### config.mk
export PLATFORM = sky130hd
export DESIGN_NAME = charlcd_ctrl
export DESIGN_NICKNAME = d
export VERILOG_FILES = /design/src/rtl/charlcd_pkg.sv /design/src/rtl/charlcd_delay.sv /design/src/rtl/charlcd_strobe.sv /design/src/rtl/charlcd_goto.sv /design/src/rtl/charlcd_ctrl.sv
export SDC_FILE = /design/constraint.sdc
export NUM_CORES = 1
export LEC_CHECK = 0
export ABC_CLOCK_PERIOD_IN_PS = 4190
export BUFFER_PORTS_ARGS = -buffer_cell sky130_fd_sc_hd__buf_2
export CORE_MARGIN = 4
export CORE_UTILIZATION = 64
export CTS_CLUSTER_SIZE = 25
export DETAILED_ROUTE_END_ITERATION = 12
export HOLD_SLACK_MARGIN = 0.15
export PLACE_DENSITY = 0.85
export SLEW_MARGIN = 40
export SYNTH_ARGS = -nofsm -noshare
export SYNTH_HDL_FRONTEND = slang
export SYNTH_SLANG_ARGS = --single-unit
export TNS_END_PERCENT = 1
### constraint.sdc
create_clock -name clk -period 4.19 [get_ports clk]
set_clock_uncertainty 0.1 [all_clocks]
set_input_delay 0.2095 -clock clk [delete_from_list [all_inputs] [get_ports clk]]
set_output_delay 0.2095 -clock clk [all_outputs]
set_load 0.01 [all_outputs]
### src/rtl/charlcd_pkg.sv
// Package: shared state types, cycle arithmetic and setup instruction table
// for the character LCD controller. Assumes delays are given in nanoseconds.
package charlcd_pkg;

    typedef enum logic [2:0] {
        ST_BOOT,
        ST_PWR,
        ST_ISSUE,
        ST_STROBE,
        ST_WAIT,
        ST_IDLE
    } seq_state_t;

    typedef enum logic [1:0] {
        PH_IDLE,
        PH_SETUP,
        PH_HIGH,
        PH_HOLD
    } strobe_phase_t;

    // Minimum times in nanoseconds
    localparam longint unsigned T_POWERON_NS = 64'd20_000_000;
    localparam longint unsigned T_SHORT_NS   = 64'd37_000;
    localparam longint unsigned T_LONG_NS    = 64'd1_520_000;
    localparam longint unsigned T_SETUP_NS   = 64'd40;
    localparam longint unsigned T_EHIGH_NS   = 64'd220;
    localparam longint unsigned T_HOLD_NS    = 64'd10;

    // Round a time up to whole clock cycles, never returning zero
    function automatic int unsigned ns_to_cycles(input longint unsigned ns,
                                                 input longint unsigned hz);
        longint unsigned c;
        c = (ns * hz + 64'd999_999_999) / 64'd1_000_000_000;
        if (c == 0) c = 1;
        return 32'(c);
    endfunction

    // Setup instruction for step idx of the power-on sequence
    function automatic logic [7:0] setup_cmd(input logic [1:0] idx,
                                             input logic cursor_on,
                                             input logic blink_on);
        case (idx)
            2'd0:    return 8'h38;
            2'd1:    return {6'b000011, cursor_on, blink_on};
            2'd2:    return 8'h01;
            default: return 8'h06;
        endcase
    endfunction

    // True for clear and return-home instructions, which need the long delay
    function automatic logic needs_long(input logic rs, input logic [7:0] b);
        return (!rs) && (b[7:2] == 6'd0) && (b[1:0] != 2'd0);
    endfunction

endpackage

### src/rtl/charlcd_delay.sv
// Down-counting delay timer. A load sets the count; expired is high once the
// count has reached zero. Assumes load is not held across the waiting period.
module charlcd_delay #(
    parameter int W = 20
) (
    input  logic         clk,
    input  logic         rst_n,
    input  logic         load,
    input  logic [W-1:0] value,
    output logic         expired
);

    logic [W-1:0] cnt;

    // Count down to zero after each load
    always_ff @(posedge clk) begin
        if (!rst_n) begin
            cnt <= '0;
        end else if (load) begin
            cnt <= value;
        end else if (cnt != '0) begin
            cnt <= cnt - 1'b1;
        end
    end

    assign expired = (cnt == '0);

endmodule

### src/rtl/charlcd_strobe.sv
// Enable strobe engine. On start it captures RS and the byte, holds them with
// E low for SU_CYC cycles, raises E for HI_CYC cycles, keeps lines steady for
// HOLD_CYC cycles after the fall, then pulses done. The lines keep their
// values until the next start. Assumes start only while idle.
module charlcd_strobe
    import charlcd_pkg::*;
#(
    parameter int unsigned SU_CYC   = 1,
    parameter int unsigned HI_CYC   = 1,
    parameter int unsigned HOLD_CYC = 1
) (
    input  logic       clk,
    input  logic       rst_n,
    input  logic       start,
    input  logic       rs_in,
    input  logic [7:0] db_in,
    output logic       e,
    output logic       rs,
    output logic [7:0] db,
    output logic       done
);

    localparam int unsigned MAX_A = (SU_CYC > HI_CYC) ? SU_CYC : HI_CYC;
    localparam int unsigned MAX_C = (MAX_A > HOLD_CYC) ? MAX_A : HOLD_CYC;
    localparam int CW = (MAX_C < 2) ? 1 : $clog2(MAX_C);

    strobe_phase_t phase;
    logic [CW-1:0] cnt;

    // Walk setup, high and hold phases with a shared cycle counter
    always_ff @(posedge clk) begin
        if (!rst_n) begin
            phase <= PH_IDLE;
            cnt   <= '0;
            rs    <= 1'b0;
            db    <= 8'h00;
            done  <= 1'b0;
        end else begin
            done <= 1'b0;
            case (phase)
                PH_IDLE: begin
                    if (start) begin
                        rs    <= rs_in;
                        db    <= db_in;
                        cnt   <= CW'(SU_CYC - 1);
                        phase <= PH_SETUP;
                    end
                end
                PH_SETUP: begin
                    if (cnt == '0) begin
                        cnt   <= CW'(HI_CYC - 1);
                        phase <= PH_HIGH;
                    end else begin
                        cnt <= cnt - 1'b1;
                    end
                end
                PH_HIGH: begin
                    if (cnt == '0) begin
                        cnt   <= CW'(HOLD_CYC - 1);
                        phase <= PH_HOLD;
                    end else begin
                        cnt <= cnt - 1'b1;
                    end
                end
                default: begin
                    if (cnt == '0) begin
                        phase <= PH_IDLE;
                        done  <= 1'b1;
                    end else begin
                        cnt <= cnt - 1'b1;
                    end
                end
            endcase
        end
    end

    assign e = (phase == PH_HIGH);

endmodule

### src/rtl/charlcd_goto.sv
// Cell address encoder. Maps a row and column onto the panel's display memory
// (row 0 from 0x00, row 1 from 0x40) and forms the set-address instruction.
// Columns past the last memory cell of a row are clamped to it.
module charlcd_goto #(
    parameter int LINE_LEN = 40,
    parameter int COL_W    = 6
) (
    input  logic             row,
    input  logic [COL_W-1:0] col,
    output logic [7:0]       cmd
);

    localparam logic [COL_W-1:0] LAST_COL = COL_W'(LINE_LEN - 1);

    logic [COL_W-1:0] col_eff;
    logic [6:0]       addr;

    // Clamp the column and add the row base
    always_comb begin
        col_eff = (col > LAST_COL) ? LAST_COL : col;
        addr    = {row, 6'd0} + 7'(col_eff);
        cmd     = {1'b1, addr};
    end

endmodule

### src/rtl/charlcd_ctrl.sv
// Character LCD controller top. Runs the timed power-on setup sequence, then
// serves host writes (plain or row/column positioned) through a valid/ready
// port. Every wait is a fixed worst-case delay computed from CLK_HZ; the
// panel's busy flag is never read. Assumes rst_n is synchronous to clk.
module charlcd_ctrl
    import charlcd_pkg::*;
#(
    parameter int unsigned CLK_HZ    = 50_000_000,
    parameter bit          CURSOR_ON = 1'b0,
    parameter bit          BLINK_ON  = 1'b0,
    parameter int          LINE_LEN  = 40,
    parameter int          COL_W     = 6
) (
    input  logic             clk,
    input  logic             rst_n,
    input  logic             req_valid,
    output logic             req_ready,
    input  logic             req_rs,
    input  logic [7:0]       req_byte,
    input  logic             req_goto,
    input  logic             req_row,
    input  logic [COL_W-1:0] req_col,
    output logic             lcd_rs,
    output logic             lcd_rw,
    output logic             lcd_e,
    output logic [7:0]       lcd_db
);

    localparam longint unsigned HZ = 64'(CLK_HZ);
    localparam int unsigned PON_CYC   = ns_to_cycles(T_POWERON_NS, HZ);
    localparam int unsigned SHORT_CYC = ns_to_cycles(T_SHORT_NS, HZ);
    localparam int unsigned LONG_CYC  = ns_to_cycles(T_LONG_NS, HZ);
    localparam int unsigned SU_CYC    = ns_to_cycles(T_SETUP_NS, HZ);
    localparam int unsigned HI_CYC    = ns_to_cycles(T_EHIGH_NS, HZ);
    localparam int unsigned HOLD_CYC  = ns_to_cycles(T_HOLD_NS, HZ);
    localparam int TW = $clog2(PON_CYC + 1);

    seq_state_t   st;
    logic [1:0]   init_idx;
    logic         in_init;
    logic         cur_rs;
    logic [7:0]   cur_byte;
    logic         pend;
    logic [7:0]   pend_byte;

    logic         tmr_load;
    logic [TW-1:0] tmr_val;
    logic         tmr_expired;
    logic         stb_start;
    logic         stb_done;
    logic [7:0]   goto_cmd;

    // Delay timer shared by the power-on wait and every post-strobe wait
    charlcd_delay #(.W(TW)) u_delay (
        .clk     (clk),
        .rst_n   (rst_n),
        .load    (tmr_load),
        .value   (tmr_val),
        .expired (tmr_expired)
    );

    // Enable strobe generator
    charlcd_strobe #(
        .SU_CYC   (SU_CYC),
        .HI_CYC   (HI_CYC),
        .HOLD_CYC (HOLD_CYC)
    ) u_strobe (
        .clk   (clk),
        .rst_n (rst_n),
        .start (stb_start),
        .rs_in (cur_rs),
        .db_in (cur_byte),
        .e     (lcd_e),
        .rs    (lcd_rs),
        .db    (lcd_db),
        .done  (stb_done)
    );

    // Row/column to set-address instruction
    charlcd_goto #(.LINE_LEN(LINE_LEN), .COL_W(COL_W)) u_goto (
        .row (req_row),
        .col (req_col),
        .cmd (goto_cmd)
    );

    // Timer loads and strobe start derived from the current state
    always_comb begin
        tmr_load  = 1'b0;
        tmr_val   = '0;
        stb_start = 1'b0;
        case (st)
            ST_BOOT: begin
                tmr_load = 1'b1;
                tmr_val  = TW'(PON_CYC);
            end
            ST_ISSUE: stb_start = 1'b1;
            ST_STROBE: begin
                if (stb_done) begin
                    tmr_load = 1'b1;
                    tmr_val  = needs_long(cur_rs, cur_byte) ? TW'(LONG_CYC)
                                                             : TW'(SHORT_CYC);
                end
            end
            default: ;
        endcase
    end

    // Sequencer: power-on wait, setup steps, then host transfers
    always_ff @(posedge clk) begin
        if (!rst_n) begin
            st        <= ST_BOOT;
            init_idx  <= 2'd0;
            in_init   <= 1'b1;
            cur_rs    <= 1'b0;
            cur_byte  <= 8'h00;
            pend      <= 1'b0;
            pend_byte <= 8'h00;
        end else begin
            case (st)
                ST_BOOT: st <= ST_PWR;
                ST_PWR: begin
                    if (tmr_expired) begin
                        cur_rs   <= 1'b0;
                        cur_byte <= setup_cmd(2'd0, CURSOR_ON, BLINK_ON);
                        st       <= ST_ISSUE;
                    end
                end
                ST_ISSUE: st <= ST_STROBE;
                ST_STROBE: begin
                    if (stb_done) st <= ST_WAIT;
                end
                ST_WAIT: begin
                    if (tmr_expired) begin
                        if (in_init) begin
                            if (init_idx == 2'd3) begin
                                in_init <= 1'b0;
                                st      <= ST_IDLE;
                            end else begin
                                init_idx <= init_idx + 2'd1;
                                cur_byte <= setup_cmd(init_idx + 2'd1,
                                                      CURSOR_ON, BLINK_ON);
                                st       <= ST_ISSUE;
                            end
                        end else if (pend) begin
                            pend     <= 1'b0;
                            cur_rs   <= 1'b1;
                            cur_byte <= pend_byte;
                            st       <= ST_ISSUE;
                        end else begin
                            st <= ST_IDLE;
                        end
                    end
                end
                ST_IDLE: begin
                    if (req_valid) begin
                        if (req_goto) begin
                            cur_rs    <= 1'b0;
                            cur_byte  <= goto_cmd;
                            pend      <= 1'b1;
                            pend_byte <= req_byte;
                        end else begin
                            cur_rs   <= req_rs;
                            cur_byte <= req_byte;
                        end
                        st <= ST_ISSUE;
                    end
                end
                default: st <= ST_BOOT;
            endcase
        end
    end

    assign req_ready = (st == ST_IDLE);
    assign lcd_rw    = 1'b0;

endmodule

==> results.toml <==
[sta]
fin_crit_ns = 2.66
tns_ns = 0
fin_crit_sh = 0.634
slew_headroom = 0.508
slew_viol_final = 0
max_freq_mhz = 376
max_slew.worst_pin.slew_ns = 0.733
rsz0062_at_grt = "no"
worst_slack_ns = 1.53
finalSetupViolCount = 0
hold_viol = 0

[critical_path]
cp-start-kind = "flip-flop"
rrSetupSlack_ns = 1.53
critPathRequiredTime_ns = 4.30
worstSetupPathType = "flip-flop to flip-flop"
end_kind = "flip-flop"
crit_arrival_ns = 2.77
slowest_stage = "or4_4"
path_max_fanout = 13
max_stage_delay_ns = 0.56
crit_path_cell_trace = "inv_1 > ha_1 > or4b_4 > or4_4 > or2_0 > o21ai_4 > a31oi_1"

[detailed_routing]
first_pass_iters = 5
num_vias = 3118
drt_wl_total_um = 8060
wl_per_cell_um = 16.1
drt_iter0_drc = 293
drtAntennaViolNets = 0
viasPerCell = 6.21
drc = 0

[hold_path]
hp-class = "input pin to flip-flop"

[logic_synthesis]
netlist_instances = 399
yosysTopAreaCellShare = 0.366
synth_edf_count = 0
avgSynthCellArea_sq_um = 8.23
synth_area_leader_cell = "dfxtp_1"
synthDistinctLibCells = 64
ys_seq_area_frac = 0.366
yosysWarnings = 0
async_reset_ff_frac = 0
synth_most_common_cell = "dfxtp_1"
ys_ff_latch = 60
synthFlopType = "dfxtp_1"
synth_nets = 430
synthTopCellsByArea = "dfxtp_1 (37%), a21oi_1 (6.7%), nand2_1 (6.4%)"
syn_area_sq_um = 3280
synthTopCellsByCount = "dfxtp_1 (60), nand2_1 (56), a21oi_1 (44)"

[layout]
n_antenna_cell = 0
fillers = 322
drive_gt1_frac = 0.154
fin_area_sq_um = 3790
syn_to_final_growth_pct = 15.4
regArea_sq_um = 1200
multi_input_area_sq_um = 1910
nets = 461
stdcell_count = 502

[placement]
post-place-ws_ns = 1.51
place_area_sq_um = 3420
dpl.cell_count = 477
dp_hpwl_um = 5550
place.gp.congestion = 0.918
numPortBuffers = 30

[job]
max-cap-violations = 0

[cts]
cts-resized-gates = 0
clk_path_buf_depth = 2
post_cts_buffers = 0
cts-root-buf = "clkbuf_8"
clock-sinks = 60
clkTransAtPathRegs_ns = 0.07
cts_tree = "yes"
cts_hold_buf = 9
cts_buffers = 9
htree_levels = 3
clk_latency_ns = 0.35

[global_routing]
grt_first_pass_wirelength_um = 13700
antenna_found_initial = 0
grt_max_degree = 25
grt_overflow = 0
globalRouteTotalUtil = 0.276
grt_pass1_vias = 3005

[pwr]
leakage_nw = 1.48
powerDensity_nw_per_um2 = 766
vdd_ir_drop_max_mv = 0.607
total_power_mw = 2.90

[floorplan]
row_count = 25
die-height_um = 79.6
initial_utilization = 0.677
ioPinCount = 32
dieArea_sq_um = 6340
die_w_um = 79.6
coreArea_sq_um = 4850

[run_status]
status = "completed"
[worst paths after layout]
check                                    from                          end  cells past startpoint
hold / removal                        req_row     cur_byte[6]$_SDFFE_PN0P_                      4
setup reg to reg  u_delay.cnt[0]$_SDFFE_PN0P_  u_delay.cnt[6]$_SDFFE_PN0P_                      7
hold reg to reg   u_strobe.db[2]$_SDFFE_PN0P_  u_strobe.db[2]$_SDFFE_PN0P_                      2
setup / recovery  u_delay.cnt[0]$_SDFFE_PN0P_  u_delay.cnt[6]$_SDFFE_PN0P_                      7
[report_power, final]
group,switching [mW],internal [mW]
Sequential,0.196,0.705
Clock,0.234,0.454
Combinational,0.784,0.530
Total,1.21,1.69
[flip-flops by register name, indices dropped and copies added (netlist names)]
register        count
u_delay.cnt        20
cur_byte            8
pend_byte           8
u_strobe.db         8
u_strobe.cnt        4
st                  3
init_idx            2
u_strobe.phase      2
cur_rs              1
in_init             1
pend                1
u_strobe.done       1
u_strobe.rs         1
[stage by stage]
step | hold slack (ns) | utilization
2_1_floorplan | 0.253 | -
3_3_place_gp | 0.341 | 0.706
3_5_place_dp | 0.344 | 0.706
4_1_cts | 0.172 | 0.779
5_1_grt | 0.211 | 0.781
6_report | 0.178 | 0.781
[area by class of cell]
class / instances / share of cell area
multi-input cells: 299 / 0.505
flip-flops and latches: 60 / 0.317
repair buffers: 41 / 0.0674
clock inverters: 7 / 0.0367
clock buffers: 9 / 0.0327
well taps: 67 / 0.0221
inverters: 19 / 0.0188
[cells by family (layout without fill, tap and decap cells)]
kind of cell	count (synthesis)	after routing	share of synthesized area
XOR/XNOR	11	11	0.0294
AND/OR/NAND/NOR	151	151	0.238
other	1	1	0.00114
AO/OA/AOI/OAI	115	115	0.238
flip-flops	60	60	0.366
buffers and inverters	40	76	0.0541
adder cells (fa/ha/maj)	11	11	0.0419
multiplexers	10	10	0.0309
[per-layer routing]
layer / wire length [um] / GRT usage / share of wire
met5: 0 / 0 / 0
met4: 172 / 0.129 / 0.021
met3: 554 / 0.0700 / 0.069
met2: 3940 / 0.450 / 0.49
met1: 3390 / 0.340 / 0.42
[cell usage in the layout (no fill, tap or decap), drive strengths merged, types with 3 or more instances in the layout]
master and instances:
dlygate4sd3 9, nor3 13, nand3 12, inv 17, nand2 56, o2bb2ai 8
buf 32, bufinv 4, a31oi 3, and2 3, nor2 25, nand4 3
nor4 8, xor2 5, a21boi 3, mux2i 9, o221a 3, ha 11
o21a 10, clkinv 5, dfxtp 60, clkbuf 9, o21ai 19, or3 5
o221ai 6, or4 7, xnor2 6, a211oi 5, a21oi 44, or4b 3
[worst max-delay path: cells and delay by family, from the launching register on]
kind,cells,cell delay (ns)
and+or+nand+nor,3,1.39
DFF,1,0.34
adders and majority gates,1,0.14
AOI/OAI and AO/OA,2,0.44
buffers and inverters,1,0.10
Note: power is estimated with default switching activity, not from simulation.
